`config.mk`:
```
export PLATFORM = sky130hd
export DESIGN_NAME = jtag_cfg_tap
export DESIGN_NICKNAME = d
export VERILOG_FILES = /design/src/rtl/jtag_cfg_tap_pkg.sv /design/src/rtl/jtag_cfg_tap_fsm.sv /design/src/rtl/jtag_cfg_tap_ir.sv /design/src/rtl/jtag_cfg_tap_decode.sv /design/src/rtl/jtag_cfg_tap_dr.sv /design/src/rtl/jtag_cfg_tap_cfgpulse.sv /design/src/rtl/jtag_cfg_tap.sv
export SDC_FILE = /design/constraint.sdc
export NUM_CORES = 1
export LEC_CHECK = 0
export ABC_AREA = 1
export ABC_CLOCK_PERIOD_IN_PS = 5900
export BUFFER_PORTS_ARGS = -buffer_cell sky130_fd_sc_hd__buf_4
export CAP_MARGIN = 40
export CORE_ASPECT_RATIO = 1.1
export CORE_MARGIN = 2
export CORE_UTILIZATION = 50
export DETAILED_ROUTE_END_ITERATION = 8
export PLACE_DENSITY = 0.72
export SETUP_SLACK_MARGIN = 0.2
export SYNTH_ARGS = -nofsm -noshare
export SYNTH_HDL_FRONTEND = slang
export SYNTH_SLANG_ARGS = --single-unit
```
`constraint.sdc`:
```
create_clock -name tck -period 5.9 [get_ports tck]
set_clock_uncertainty 0.1 [all_clocks]
set_input_delay 0.885 -clock tck [delete_from_list [all_inputs] [get_ports tck]]
set_output_delay 0.885 -clock tck [all_outputs]
set_load 0.02 [all_outputs]
```
`src/rtl/jtag_cfg_tap_pkg.sv`:
```
// Shared types and constants of the configuration-memory test access port.
// Assumes a fixed 8-bit instruction and 32-bit code register layout.
package jtag_cfg_tap_pkg;

    localparam int IR_W   = 8;
    localparam int CODE_W = 32;

    // Controller states of the sixteen-state graph.
    typedef enum logic [3:0] {
        ST_RESET, ST_IDLE,
        ST_SEL_DR, ST_CAP_DR, ST_SHIFT_DR, ST_EXIT1_DR, ST_PAUSE_DR, ST_EXIT2_DR, ST_UPD_DR,
        ST_SEL_IR, ST_CAP_IR, ST_SHIFT_IR, ST_EXIT1_IR, ST_PAUSE_IR, ST_EXIT2_IR, ST_UPD_IR
    } tap_state_e;

    // Data path selection.
    typedef enum logic [1:0] {
        DR_BYPASS, DR_IDENT, DR_USER, DR_CHAIN
    } dr_sel_e;

    localparam logic [IR_W-1:0] OP_EXTEST   = 8'h00;
    localparam logic [IR_W-1:0] OP_SAMPLE   = 8'h01;
    localparam logic [IR_W-1:0] OP_CLAMP    = 8'hFA;
    localparam logic [IR_W-1:0] OP_HIGHZ    = 8'hFC;
    localparam logic [IR_W-1:0] OP_USERCODE = 8'hFD;
    localparam logic [IR_W-1:0] OP_IDCODE   = 8'hFE;
    localparam logic [IR_W-1:0] OP_BYPASS   = 8'hFF;
    localparam logic [IR_W-1:0] OP_CONFIG   = 8'hEE;

    localparam logic [7:0]  ID_FAMILY  = 8'h50;
    localparam logic [10:0] ID_COMPANY = 11'h049;

endpackage

```
`src/rtl/jtag_cfg_tap_fsm.sv`:
```
// Sixteen-state test-port controller.
// Advances on rising tck from tms; synchronous active-low reset to ST_RESET.
// Exposes both the current and the next state so neighbours can detect entries.
module jtag_cfg_tap_fsm
    import jtag_cfg_tap_pkg::*;
(
    input  logic       tck,
    input  logic       trst_n,
    input  logic       tms,
    output tap_state_e state,
    output tap_state_e nxt
);

    // Next-state graph.
    always_comb begin
        case (state)
            ST_RESET:    nxt = tms ? ST_RESET    : ST_IDLE;
            ST_IDLE:     nxt = tms ? ST_SEL_DR   : ST_IDLE;
            ST_SEL_DR:   nxt = tms ? ST_SEL_IR   : ST_CAP_DR;
            ST_CAP_DR:   nxt = tms ? ST_EXIT1_DR : ST_SHIFT_DR;
            ST_SHIFT_DR: nxt = tms ? ST_EXIT1_DR : ST_SHIFT_DR;
            ST_EXIT1_DR: nxt = tms ? ST_UPD_DR   : ST_PAUSE_DR;
            ST_PAUSE_DR: nxt = tms ? ST_EXIT2_DR : ST_PAUSE_DR;
            ST_EXIT2_DR: nxt = tms ? ST_UPD_DR   : ST_SHIFT_DR;
            ST_UPD_DR:   nxt = tms ? ST_SEL_DR   : ST_IDLE;
            ST_SEL_IR:   nxt = tms ? ST_RESET    : ST_CAP_IR;
            ST_CAP_IR:   nxt = tms ? ST_EXIT1_IR : ST_SHIFT_IR;
            ST_SHIFT_IR: nxt = tms ? ST_EXIT1_IR : ST_SHIFT_IR;
            ST_EXIT1_IR: nxt = tms ? ST_UPD_IR   : ST_PAUSE_IR;
            ST_PAUSE_IR: nxt = tms ? ST_EXIT2_IR : ST_PAUSE_IR;
            ST_EXIT2_IR: nxt = tms ? ST_UPD_IR   : ST_SHIFT_IR;
            ST_UPD_IR:   nxt = tms ? ST_SEL_DR   : ST_IDLE;
            default:     nxt = ST_RESET;
        endcase
    end

    // State register with synchronous reset.
    always_ff @(posedge tck) begin
        if (!trst_n) state <= ST_RESET;
        else         state <= nxt;
    end

    // five rising edges with tms high always end in reset.
    p_five_ones_reset_r1: assert property (@(posedge tck) disable iff (!trst_n)
        (tms && $past(tms) && $past(tms, 2) && $past(tms, 3) && $past(tms, 4))
        |=> state == ST_RESET);

endmodule

```
`src/rtl/jtag_cfg_tap_ir.sv`:
```
// Instruction register: shift stage plus the active instruction latch.
// The shift stage captures live status bits and moves on rising tck.
// The active latch moves on falling tck in Update-IR or Test-Logic-Reset.
module jtag_cfg_tap_ir
    import jtag_cfg_tap_pkg::*;
#(
    parameter logic [IR_W-1:0] RESET_OP = OP_IDCODE
)(
    input  logic            tck,
    input  logic            trst_n,
    input  tap_state_e      state,
    input  logic            tdi,
    input  logic            isp_mode,
    input  logic            sec_on,
    output logic            ir_so,
    output logic [IR_W-1:0] ir_act
);

    logic [IR_W-1:0] ir_sr;
    logic [IR_W-1:0] cap_val;

    // Capture pattern with the live status fields.
    assign cap_val = {3'b000, isp_mode, sec_on, 1'b0, 2'b01};
    assign ir_so   = ir_sr[0];

    // Shift stage: capture, then shift least significant bit first.
    always_ff @(posedge tck) begin
        if (!trst_n) begin
            ir_sr <= '0;
        end else begin
            case (state)
                ST_CAP_IR:   ir_sr <= cap_val;
                ST_SHIFT_IR: ir_sr <= {tdi, ir_sr[IR_W-1:1]};
                default:     ir_sr <= ir_sr;
            endcase
        end
    end

    // Active instruction: loaded on the falling edge.
    always_ff @(negedge tck) begin
        if (!trst_n || state == ST_RESET) ir_act <= RESET_OP;
        else if (state == ST_UPD_IR)      ir_act <= ir_sr;
    end

    // capture loads the status-bearing pattern.
    p_capture_pattern_r2: assert property (@(posedge tck) disable iff (!trst_n)
        state == ST_CAP_IR |=>
        ir_sr == {3'b000, $past(isp_mode), $past(sec_on), 3'b001});

    // while in reset the reset opcode is active.
    p_reset_opcode_r3: assert property (@(posedge tck) disable iff (!trst_n)
        state == ST_RESET |-> ir_act == RESET_OP);

endmodule

```
`src/rtl/jtag_cfg_tap_decode.sv`:
```
// Opcode decoder: picks the data path and drives the pin-control flags.
// Purely combinational from the active instruction.
module jtag_cfg_tap_decode
    import jtag_cfg_tap_pkg::*;
(
    input  logic [IR_W-1:0] ir_act,
    output dr_sel_e         dr_sel,
    output logic            test_drive,
    output logic            hiz,
    output logic            cfg_sel
);

    // Decode table; any unknown code falls through to bypass.
    always_comb begin
        dr_sel     = DR_BYPASS;
        test_drive = 1'b0;
        hiz        = 1'b0;
        cfg_sel    = 1'b0;
        case (ir_act)
            OP_SAMPLE:   dr_sel = DR_CHAIN;
            OP_EXTEST: begin
                dr_sel     = DR_CHAIN;
                test_drive = 1'b1;
            end
            OP_CLAMP:    test_drive = 1'b1;
            OP_HIGHZ:    hiz = 1'b1;
            OP_IDCODE:   dr_sel = DR_IDENT;
            OP_USERCODE: dr_sel = DR_USER;
            OP_CONFIG:   cfg_sel = 1'b1;
            default:     dr_sel = DR_BYPASS;
        endcase
    end

endmodule

```
`src/rtl/jtag_cfg_tap_dr.sv`:
```
// Internal data registers: the one-bit bypass stage and a shared 32-bit
// code register that holds either the identification or the user code.
// Assumes the external chain shifts itself; only its serial output enters here.
module jtag_cfg_tap_dr
    import jtag_cfg_tap_pkg::*;
#(
    parameter logic [CODE_W-1:0] ID_VALUE = 32'h0500_6093
)(
    input  logic              tck,
    input  logic              trst_n,
    input  tap_state_e        state,
    input  dr_sel_e           dr_sel,
    input  logic              tdi,
    input  logic [CODE_W-1:0] user_code,
    input  logic              bs_so,
    output logic              dr_so
);

    logic              byp_q;
    logic [CODE_W-1:0] code_sr;
    logic              code_path;

    assign code_path = (dr_sel == DR_IDENT) || (dr_sel == DR_USER);

    // Bypass stage: captures 0, shifts tdi.
    always_ff @(posedge tck) begin
        if (!trst_n)                   byp_q <= 1'b0;
        else if (state == ST_CAP_DR)   byp_q <= 1'b0;
        else if (state == ST_SHIFT_DR) byp_q <= tdi;
    end

    // Shared code register: loads the selected code, shifts it out LSB first.
    always_ff @(posedge tck) begin
        if (!trst_n) begin
            code_sr <= '0;
        end else if (code_path) begin
            if (state == ST_CAP_DR)
                code_sr <= (dr_sel == DR_USER) ? user_code : ID_VALUE;
            else if (state == ST_SHIFT_DR)
                code_sr <= {tdi, code_sr[CODE_W-1:1]};
        end
    end

    // Serial output select.
    always_comb begin
        case (dr_sel)
            DR_IDENT, DR_USER: dr_so = code_sr[0];
            DR_CHAIN:          dr_so = bs_so;
            default:           dr_so = byp_q;
        endcase
    end

    // in a code-path shift the top bit takes the previous tdi.
    p_code_shift_in_r4: assert property (@(posedge tck) disable iff (!trst_n)
        (state == ST_SHIFT_DR && code_path) |=> code_sr[CODE_W-1] == $past(tdi));

    // the bypass stage holds 0 after capture.
    p_bypass_zero_r6: assert property (@(posedge tck) disable iff (!trst_n)
        state == ST_CAP_DR |=> byp_q == 1'b0);

endmodule

```
`src/rtl/jtag_cfg_tap_cfgpulse.sv`:
```
// Configuration-start pulse generator.
// Loads a down-counter each time the controller enters Run-Test/Idle with the
// configuration opcode active; the pin is low while the counter is non-zero.
module jtag_cfg_tap_cfgpulse
    import jtag_cfg_tap_pkg::*;
#(
    parameter int PULSE_LEN = 8
)(
    input  logic       tck,
    input  logic       trst_n,
    input  tap_state_e state,
    input  tap_state_e nxt,
    input  logic       cfg_sel,
    output logic       cf_n
);

    localparam int CNT_W = $clog2(PULSE_LEN + 1);
    localparam logic [CNT_W-1:0] LEN_V = CNT_W'(PULSE_LEN);

    logic [CNT_W-1:0] cnt;
    logic             idle_entry;

    assign idle_entry = cfg_sel && (state != ST_IDLE) && (nxt == ST_IDLE);
    assign cf_n       = (cnt == '0);

    // Pulse counter: reload on entry, count down to zero.
    always_ff @(posedge tck) begin
        if (!trst_n)         cnt <= '0;
        else if (idle_entry) cnt <= LEN_V;
        else if (cnt != '0)  cnt <= cnt - 1'b1;
    end

    // a pulse begins only as the controller arrives in Run-Test/Idle.
    p_cf_starts_idle_r9: assert property (@(posedge tck) disable iff (!trst_n)
        $fell(cf_n) |-> state == ST_IDLE);

endmodule

```
`src/rtl/jtag_cfg_tap.sv`:
```
// Test access port top for a configuration memory.
// Combines controller, instruction register, decoder, data registers and the
// configuration pulse; retimes tdo and its enable onto falling tck.
// Assumes the boundary-scan cells sit outside and take tdi directly.
module jtag_cfg_tap
    import jtag_cfg_tap_pkg::*;
#(
    parameter bit          HAS_IDCODE   = 1'b1,
    parameter logic [3:0]  ID_VERSION   = 4'h0,
    parameter logic [7:0]  ID_PRODUCT   = 8'h06,
    parameter int          CF_PULSE_LEN = 8
)(
    input  logic              tck,
    input  logic              trst_n,
    input  logic              tms,
    input  logic              tdi,
    output logic              tdo,
    output logic              tdo_oe,
    input  logic              isp_mode,
    input  logic              sec_on,
    input  logic [CODE_W-1:0] user_code,
    input  logic              bs_so,
    output logic              bs_capture,
    output logic              bs_shift,
    output logic              bs_update,
    output logic              pin_test_drive,
    output logic              pin_hiz,
    output logic              cf_n
);

    localparam logic [CODE_W-1:0] ID_VALUE = {ID_VERSION, ID_FAMILY, ID_PRODUCT, ID_COMPANY, 1'b1};
    localparam logic [IR_W-1:0]   RESET_OP = HAS_IDCODE ? OP_IDCODE : OP_BYPASS;

    tap_state_e      state, nxt;
    logic            ir_so, dr_so, cfg_sel, in_shift;
    logic [IR_W-1:0] ir_act;
    dr_sel_e         dr_sel;

    jtag_cfg_tap_fsm u_fsm (
        .tck(tck), .trst_n(trst_n), .tms(tms), .state(state), .nxt(nxt)
    );

    jtag_cfg_tap_ir #(.RESET_OP(RESET_OP)) u_ir (
        .tck(tck), .trst_n(trst_n), .state(state), .tdi(tdi),
        .isp_mode(isp_mode), .sec_on(sec_on), .ir_so(ir_so), .ir_act(ir_act)
    );

    jtag_cfg_tap_decode u_dec (
        .ir_act(ir_act), .dr_sel(dr_sel), .test_drive(pin_test_drive),
        .hiz(pin_hiz), .cfg_sel(cfg_sel)
    );

    jtag_cfg_tap_dr #(.ID_VALUE(ID_VALUE)) u_dr (
        .tck(tck), .trst_n(trst_n), .state(state), .dr_sel(dr_sel), .tdi(tdi),
        .user_code(user_code), .bs_so(bs_so), .dr_so(dr_so)
    );

    jtag_cfg_tap_cfgpulse #(.PULSE_LEN(CF_PULSE_LEN)) u_cfg (
        .tck(tck), .trst_n(trst_n), .state(state), .nxt(nxt),
        .cfg_sel(cfg_sel), .cf_n(cf_n)
    );

    // Boundary chain strobes while the chain is the selected path.
    assign bs_capture = (state == ST_CAP_DR)   && (dr_sel == DR_CHAIN);
    assign bs_shift   = (state == ST_SHIFT_DR) && (dr_sel == DR_CHAIN);
    assign bs_update  = (state == ST_UPD_DR)   && (dr_sel == DR_CHAIN);

    assign in_shift = (state == ST_SHIFT_DR) || (state == ST_SHIFT_IR);

    // Output retiming onto the falling edge.
    always_ff @(negedge tck) begin
        if (!trst_n) begin
            tdo    <= 1'b0;
            tdo_oe <= 1'b0;
        end else begin
            tdo    <= (state == ST_SHIFT_IR) ? ir_so : dr_so;
            tdo_oe <= in_shift;
        end
    end

    // the enable is on throughout both shift states.
    p_oe_in_shift_r10: assert property (@(posedge tck) disable iff (!trst_n)
        in_shift |-> tdo_oe);

    // the enable is off in every other state.
    p_oe_off_elsewhere_r10: assert property (@(posedge tck) disable iff (!trst_n)
        !in_shift |-> !tdo_oe);

endmodule

```
==> metrics.txt, run 1 <==
# TYPE chip_impl_metric gauge
chip_impl_metric{name="grt_max_degree",unit=""} 65
chip_impl_metric{name="fp.coreArea",unit="mm²"} 0.005465
chip_impl_metric{name="total_power",unit="mW"} 0.8960
chip_impl_metric{name="antenna_found_initial",unit=""} 0
chip_impl_metric{name="flow.area_growth_from_synthesis",unit="%"} 23.73
chip_impl_info{name="worstSetupPathType",value="reg2out"} 1
chip_impl_metric{name="first_global_vias",unit=""} 2677
chip_impl_metric{name="die_area",unit="mm²"} 0.006347
chip_impl_metric{name="final.fill_count",unit=""} 507
chip_impl_info{name="layout.cells.most_common",value="sky130_fd_sc_hd__nand2_1"} 1
chip_impl_info{name="outcome",value="complete, no violations"} 1
chip_impl_metric{name="num_rows",unit=""} 28
chip_impl_metric{name="die_height",unit="µm"} 83.36
chip_impl_metric{name="timing.max_slew.rel_slack",unit=""} 0.6543
chip_impl_metric{name="power_frac_clock",unit=""} 0.409
chip_impl_metric{name="share_seq_of_total_power",unit=""} 0.466
chip_impl_metric{name="ys.warnings.count",unit=""} 0
chip_impl_metric{name="synth.net_count",unit=""} 447
chip_impl_metric{name="clk_transition_reported_paths",unit="ps"} 80
chip_impl_metric{name="placement.setup.worst_slack",unit="ps"} 370.2
chip_impl_metric{name="clock_latency",unit="ps"} 400
chip_impl_info{name="cts_tree",value="done"} 1
chip_impl_metric{name="vdd_ir_drop_max",unit="mV"} 0.1648
chip_impl_metric{name="worst-endpoint-arrival",unit="ps"} 4720
chip_impl_metric{name="timing.final.setup_violations",unit=""} 0
chip_impl_metric{name="place.detailed.instances",unit=""} 505
chip_impl_metric{name="final.setup.tns",unit="ps"} 0
chip_impl_metric{name="post-dp-hpwl",unit="µm"} 4590
chip_impl_metric{name="critical_path_required",unit="ps"} 4910
chip_impl_metric{name="path_max_fanout",unit=""} 3
chip_impl_metric{name="yosys_register_bits",unit=""} 59
chip_impl_metric{name="dr.pass1.iters",unit=""} 5
chip_impl_metric{name="gpl.final_weighted_congestion",unit=""} 0.8403
chip_impl_metric{name="power.net_switching",unit="mW"} 0.2692
chip_impl_metric{name="timing.max_cap.violations",unit=""} 0
chip_impl_metric{name="synthesis.area_per_instance",unit="µm²"} 7.086
chip_impl_metric{name="avgRoutedWirePerCell",unit="µm"} 12.83
chip_impl_metric{name="final_net_count",unit=""} 496
chip_impl_metric{name="num_io_pins",unit=""} 47
chip_impl_metric{name="p_sw_frac",unit=""} 0.3005
chip_impl_info{name="final_cell_mix",value="78 x sky130_fd_sc_hd__nand2_1, 56 x sky130_fd_sc_hd__dfxtp_1, 48 x sky130_fd_sc_hd__buf_4"} 1
chip_impl_metric{name="grt_first_pass_wirelength",unit="µm"} 11630
chip_impl_metric{name="drtAntennaViolNets",unit=""} 0
chip_impl_metric{name="synth_seq_area_share",unit=""} 0.4126
chip_impl_metric{name="synth.lib_cells_used.distinct",unit=""} 30
chip_impl_metric{name="static_power_due_to_leakage",unit="nW"} 1.486
chip_impl_metric{name="finalHoldViolations",unit=""} 0
chip_impl_info{name="critical_path.startpoint_type",value="flop"} 1
chip_impl_metric{name="postRouteWirelength",unit="µm"} 6836
chip_impl_metric{name="drive_above_1_share",unit=""} 0.2271
chip_impl_info{name="worst_setup_path_end_kind",value="primary output"} 1
chip_impl_metric{name="drc",unit=""} 0
chip_impl_metric{name="cell_internal_pwr",unit="mW"} 0.6268
chip_impl_metric{name="via_per_inst",unit=""} 5.467
chip_impl_metric{name="setup_ws_final",unit="ps"} 199.4
chip_impl_info{name="rsz0062_at_grt",value="true"} 1
chip_impl_info{name="synth_area_leaders",value="sky130_fd_sc_hd__dfxtp_1 41%, sky130_fd_sc_hd__nand2_1 10%, sky130_fd_sc_hd__o21ai_0 8.2%, sky130_fd_sc_hd__nand3_1 7.9%, sky130_fd_sc_hd__a31oi_1 7.2%"} 1
chip_impl_metric{name="cts_buffers",unit=""} 9
chip_impl_metric{name="final_cells",unit=""} 533
chip_impl_metric{name="worst-slew-pin-transition",unit="ps"} 518.5
chip_impl_metric{name="via_count",unit=""} 2914
chip_impl_metric{name="insertedDiodeCount",unit=""} 0
chip_impl_metric{name="global_route.usage.total",unit=""} 0.2228
chip_impl_info{name="hold_path_class",value="reg2reg"} 1
chip_impl_metric{name="htreeDepth",unit=""} 3
chip_impl_info{name="yosysTopAreaCell",value="sky130_fd_sc_hd__dfxtp_1"} 1
chip_impl_metric{name="die-width",unit="µm"} 76.15
chip_impl_metric{name="cts_max_path_buffers",unit=""} 2
chip_impl_metric{name="power.density_cell_area",unit="mW/mm²"} 253.0
chip_impl_metric{name="synth_largest_type_area_fraction",unit=""} 0.4126
chip_impl_metric{name="io_buffer_count",unit=""} 46
chip_impl_metric{name="cts_num_sinks",unit=""} 59
chip_impl_metric{name="report.final.slew_viol_count",unit=""} 0
chip_impl_metric{name="start_util",unit=""} 0.5238
chip_impl_metric{name="cts_hold_buf",unit=""} 0
chip_impl_info{name="ctsRootBufferMaster",value="sky130_fd_sc_hd__clkbuf_8"} 1
chip_impl_metric{name="post_synth_instance_area",unit="mm²"} 0.002863
chip_impl_metric{name="detail_route.iter0.violations",unit=""} 215
chip_impl_metric{name="global_route.overflow_total",unit=""} 0
chip_impl_metric{name="portion_of_total_power_attributed_to_combinational_logic",unit=""} 0.124
chip_impl_metric{name="synth_cells",unit=""} 404
chip_impl_metric{name="worst_hold_slack_after_final_layout",unit="ps"} 369.3
metal layers:
metal,routed length (µm),track usage,vias to the layer above
li1,-,-,1477
met1,3053,0.2794,1329
met2,3284,0.3726,96
met3,370,0.04565,12
met4,128,0.09421,0
met5,0,0,-
cell usage after synthesis (all sizes together):
cell	n
o21ai	52
nor3	7
nand3b	1
a21oi	21
dfxtp	59
a311oi	1
buf	14
a221oi	1
nand2	85
inv	37
a31oi	33
a22o	1
and2	1
o21bai	1
clkbuf	8
clkinv	1
nor2	29
nand3	46
ha	4
xor2	1
nand4	1
critical path: stages, from the launching register on:
cell	delay (ps)
sky130_fd_sc_hd__dfxtp_2	330
sky130_fd_sc_hd__nor2_2	120
sky130_fd_sc_hd__nand3_2	100
sky130_fd_sc_hd__nor2_2	110
sky130_fd_sc_hd__nand2_1	70
sky130_fd_sc_hd__inv_2	90
sky130_fd_sc_hd__a21oi_2	50
sky130_fd_sc_hd__inv_1	100
sky130_fd_sc_hd__ha_4	150
sky130_fd_sc_hd__inv_4	50
sky130_fd_sc_hd__nor2_4	100
sky130_fd_sc_hd__buf_6	120
state kept, by name, summed over array words and instances, names as in the netlist:
name,count
u_ir.ir_sr,8
u_ir.ir_act,8
u_cfg.cnt,4
tdo_oe,1
u_dr.byp_q,1
tdo,1
u_fsm.state,4
u_dr.code_sr,32
worst paths after layout:
| path | from | endpoint | slack (ps) | depth (start not counted) |
|---|---|---|---|---|
| setup reg to reg | u_ir.ir_act[5] | u_dr.code_sr[29] | 710 | 13 |
| hold / removal | u_ir.ir_sr[1] | u_ir.ir_sr[1] | 370 | 2 |
| setup / recovery | u_ir.ir_act[6] | bs_shift | 200 | 11 |
| hold reg to reg | u_ir.ir_sr[1] | u_ir.ir_sr[1] | 370 | 2 |
area by class of cell:
type,count,area (µm²),area share
multi-input combinational,285,1509,0.4260
timing repair buffer,51,394.1,0.1113
inverter,37,142.6,0.04027
sequential,59,1185,0.3345
tap,75,93.84,0.02649
clock buffer,9,123.9,0.03497
clock inverter,17,93.84,0.02649
cell families (layout without fill, tap and decap cells):
kind of cell / count (synthesis) / in the layout / synth area share
buffers and inverters: 60 / 114 / 0.08741
XOR/XNOR: 1 / 1 / 0.003060
flip-flops: 59 / 59 / 0.4126
AO/OA/AOI/OAI: 110 / 110 / 0.2137
AND/OR/NAND/NOR: 170 / 170 / 0.2657
adder cells (fa/ha/maj): 4 / 4 / 0.01748
power groups by stage:
stage               sequential (mW)  clock, mW  combinational, mW
global placement              0.426     0.0115              0.108
floorplan                     0.424     0.0115             0.0712
CTS                           0.418      0.371              0.112
detailed placement            0.426     0.0115              0.110
global route                  0.419      0.396              0.129
finish                        0.418      0.367              0.111
per-stage QoR:
step                instance area [µm²]    util
floorplan                          2863       -
global placement                   3211  0.5875
detailed placement                 3211  0.5875
CTS                                3477  0.6362
global route                       3542  0.6481
finish                             3542  0.6481
timing repair:
| item | 4_1_cts | 5_1_grt |
|---|---|---|
| setup endpoints to repair | 3 | 3 |
| pin swaps | 1 | 7 |
| resized for setup | 13 | 16 |
| buffers inserted | 3 | 0 |
(Power assumes the default switching activity.)
==> run 2: changes to the inputs <==
- MAX_ROUTING_LAYER: unset -> met4
==> run 2 against run 1 <==
Net effect:
- worst setup slack improved by 8.1 ps
- sequential share of layout area decreased by 0.15 points
- first-iteration DRC count decreased by 24%
- die area unchanged
- cell count increased by 0.19%
- critical path depth unchanged
- combinational power about the same
- design area increased by 0.35%
- register-to-register slack got worse by 20 ps
- largest power group unchanged
==> metrics.txt, run 2 (same netlist as run 1, synthesis figures left out) <==
# TYPE chip_impl_metric gauge
chip_impl_info{name="outcome",value="complete, no violations"} 1
chip_impl_metric{name="dr.pass1.iters",unit=""} 4
chip_impl_info{name="r2r-end",value="u_dr.code_sr[27]"} 1
chip_impl_metric{name="whs_path_depth",unit=""} 2
chip_impl_info{name="reg2reg_from",value="u_ir.ir_act[4]"} 1
chip_impl_info{name="global_route.peak_usage_layer",value="met2"} 1
chip_impl_info{name="hold_path_class",value="reg2reg"} 1
chip_impl_metric{name="worst-path-stages",unit=""} 11
chip_impl_metric{name="timing.final.setup_violations",unit=""} 0
chip_impl_info{name="cell_by_cell_trace_of_the_critical_path",value="nor2_2, nand3_2, nor2_2, nand2_1, inv_2, a31oi_4, inv_2, ha_4, inv_6, nor2_4, buf_6"} 1
chip_impl_metric{name="grt_max_degree",unit=""} 65
chip_impl_info{name="worstSetupPathType",value="reg2out"} 1
chip_impl_metric{name="critical_path_required",unit="ps"} 4910
chip_impl_metric{name="detail_route.iter0.violations",unit=""} 164
chip_impl_metric{name="die_area",unit="mm²"} 0.006347
chip_impl_metric{name="global_route.usage.total",unit=""} 0.2256
chip_impl_metric{name="clk_transition_reported_paths",unit="ps"} 70
chip_impl_metric{name="timing.max_slew.rel_slack",unit=""} 0.6548
chip_impl_metric{name="global_route.overflow_total",unit=""} 0
chip_impl_metric{name="io_buffer_count",unit=""} 46
chip_impl_info{name="layout.cells.most_common",value="sky130_fd_sc_hd__nand2_1"} 1
chip_impl_info{name="cts_tree",value="done"} 1
chip_impl_metric{name="via_count",unit=""} 2898
chip_impl_metric{name="via_per_inst",unit=""} 5.427
chip_impl_metric{name="drc",unit=""} 0
chip_impl_metric{name="postRouteWirelength",unit="µm"} 6766
chip_impl_metric{name="power.density_cell_area",unit="mW/mm²"} 251.4
chip_impl_info{name="cpMaxStageDelayCell",value="sky130_fd_sc_hd__dfxtp_2"} 1
chip_impl_metric{name="cts_max_path_buffers",unit=""} 2
chip_impl_metric{name="flow.area_growth_from_synthesis",unit="%"} 24.17
chip_impl_metric{name="grt_first_pass_wirelength",unit="µm"} 11380
chip_impl_metric{name="fp.coreArea",unit="mm²"} 0.005465
chip_impl_metric{name="final_net_count",unit=""} 497
chip_impl_metric{name="cts_num_sinks",unit=""} 59
chip_impl_metric{name="drive_above_1_share",unit=""} 0.2266
chip_impl_metric{name="static_power_due_to_leakage",unit="nW"} 1.497
chip_impl_info{name="critical_path.startpoint_type",value="flop"} 1
chip_impl_metric{name="worst_hold_slack_after_final_layout",unit="ps"} 363.5
chip_impl_metric{name="worst_r2r_path_depth",unit=""} 13
chip_impl_metric{name="clock_latency",unit="ps"} 380
chip_impl_metric{name="antenna_found_initial",unit=""} 0
chip_impl_info{name="rsz0062_at_grt",value="true"} 1
chip_impl_metric{name="timing.max_cap.violations",unit=""} 0
chip_impl_metric{name="drtAntennaViolNets",unit=""} 0
chip_impl_metric{name="die-width",unit="µm"} 76.15
chip_impl_metric{name="path_max_fanout",unit=""} 3
chip_impl_metric{name="start_util",unit=""} 0.5238
chip_impl_info{name="layout_top_registers",value="u_dr.code_sr: 32 flops, u_ir.ir_act: 8 flops, u_ir.ir_sr: 8 flops"} 1
chip_impl_metric{name="die_height",unit="µm"} 83.36
chip_impl_metric{name="timing.critical_path.buf_inv",unit=""} 4
chip_impl_metric{name="avgRoutedWirePerCell",unit="µm"} 12.67
chip_impl_metric{name="grt.met3_usage",unit=""} 0.04891
chip_impl_info{name="final_cell_mix",value="78 x sky130_fd_sc_hd__nand2_1, 57 x sky130_fd_sc_hd__dfxtp_1, 49 x sky130_fd_sc_hd__buf_4"} 1
chip_impl_metric{name="grtUsageMet2",unit=""} 0.3685
chip_impl_metric{name="worst_r2r_setup_slack",unit="ps"} 690
chip_impl_metric{name="finalHoldViolations",unit=""} 0
chip_impl_metric{name="critical_path.max_stage_delay",unit="ps"} 320
chip_impl_info{name="worst_hold_path.endpoint",value="u_ir.ir_sr[1]"} 1
chip_impl_info{name="largest_register",value="u_dr.code_sr"} 1
chip_impl_info{name="ctsRootBufferMaster",value="sky130_fd_sc_hd__clkbuf_8"} 1
chip_impl_info{name="min_delay_startpoint",value="u_ir.ir_sr[1]"} 1
chip_impl_info{name="timing.critical_path.max_delay_family",value="simple AND/OR/NAND/NOR gates"} 1
chip_impl_metric{name="grt_use_met1",unit=""} 0.2719
chip_impl_metric{name="insertedDiodeCount",unit=""} 0
chip_impl_metric{name="report.final.slew_viol_count",unit=""} 0
chip_impl_metric{name="num_rows",unit=""} 28
chip_impl_metric{name="cts_buffers",unit=""} 9
chip_impl_metric{name="vdd_ir_drop_max",unit="mV"} 0.1530
chip_impl_metric{name="first_global_vias",unit=""} 2572
chip_impl_metric{name="worst-endpoint-arrival",unit="ps"} 4710
chip_impl_metric{name="post-dp-hpwl",unit="µm"} 4587
chip_impl_metric{name="final.setup.tns",unit="ps"} 0
chip_impl_metric{name="worst-slew-pin-transition",unit="ps"} 517.8
chip_impl_metric{name="htreeDepth",unit=""} 3
chip_impl_metric{name="largest_reg_flops",unit=""} 32
chip_impl_metric{name="num_io_pins",unit=""} 47
chip_impl_metric{name="gpl.final_weighted_congestion",unit=""} 0.8473
chip_impl_info{name="worst_setup_path_end_kind",value="primary output"} 1
[run 2: power by group]
group          internal (mW)  switching (mW)
Clock                  0.187           0.177
Sequential             0.410         0.00807
Combinational         0.0499          0.0617
[run 2: cell type report]
| class | count | area [µm²] |
|---|---|---|
| Fill cell | 522 | 1911 |
| Multi-Input combinational cell | 285 | 1509 |
| Sequential cell | 59 | 1184 |
| Timing Repair Buffer | 52 | 401.6 |
| Clock buffer | 11 | 152.6 |
| Inverter | 37 | 145.1 |
| Tap cell | 75 | 93.84 |
| Clock inverter | 15 | 68.82 |
[run 2: worst max-delay path by stage]
stage                         from         end
global placement    u_ir.ir_act[4]  bs_capture
global route        u_ir.ir_act[6]    bs_shift
finish              u_ir.ir_act[6]    bs_shift
detailed placement  u_ir.ir_act[4]  bs_capture
CTS                 u_ir.ir_act[7]   bs_update
floorplan           u_ir.ir_act[4]  bs_capture
[run 2: through the flow]
step                setup WS [ps]  cells  utilization  area [µm²]  power, mW
finish                      207.5    534       0.6504        3555     0.8938
floorplan                   531.1    404            -        2863     0.5069
global route                95.53    534       0.6504        3555     0.9387
global placement            442.4    505       0.5875        3211     0.5456
CTS                         212.2    533       0.6369        3481     0.8995
detailed placement          351.3    505       0.5875        3211     0.5495
[run 2: per-layer routing]
layer  routed length, µm  part of all wire
met2                3370              0.50
met4                  95             0.014
met3                 273             0.040
met1                3027              0.45
met5                   0                 0
[run 2: repair_timing]
| action | CTS | global route |
|---|---|---|
| hold buffers | 0 | 0 |
| buffers inserted | 3 | 1 |
| pin swaps | 1 | 7 |
| resized for setup | 11 | 19 |
| endpoints found under the setup margin | 3 | 3 |
[run 2: tightest hold or removal path: cells and delay by family (launching register included)]
kind | cells | cell delay, ps
DFF | 1 | 310
and+or+nand+nor | 1 | 60
AOI/OAI and AO/OA | 1 | 50
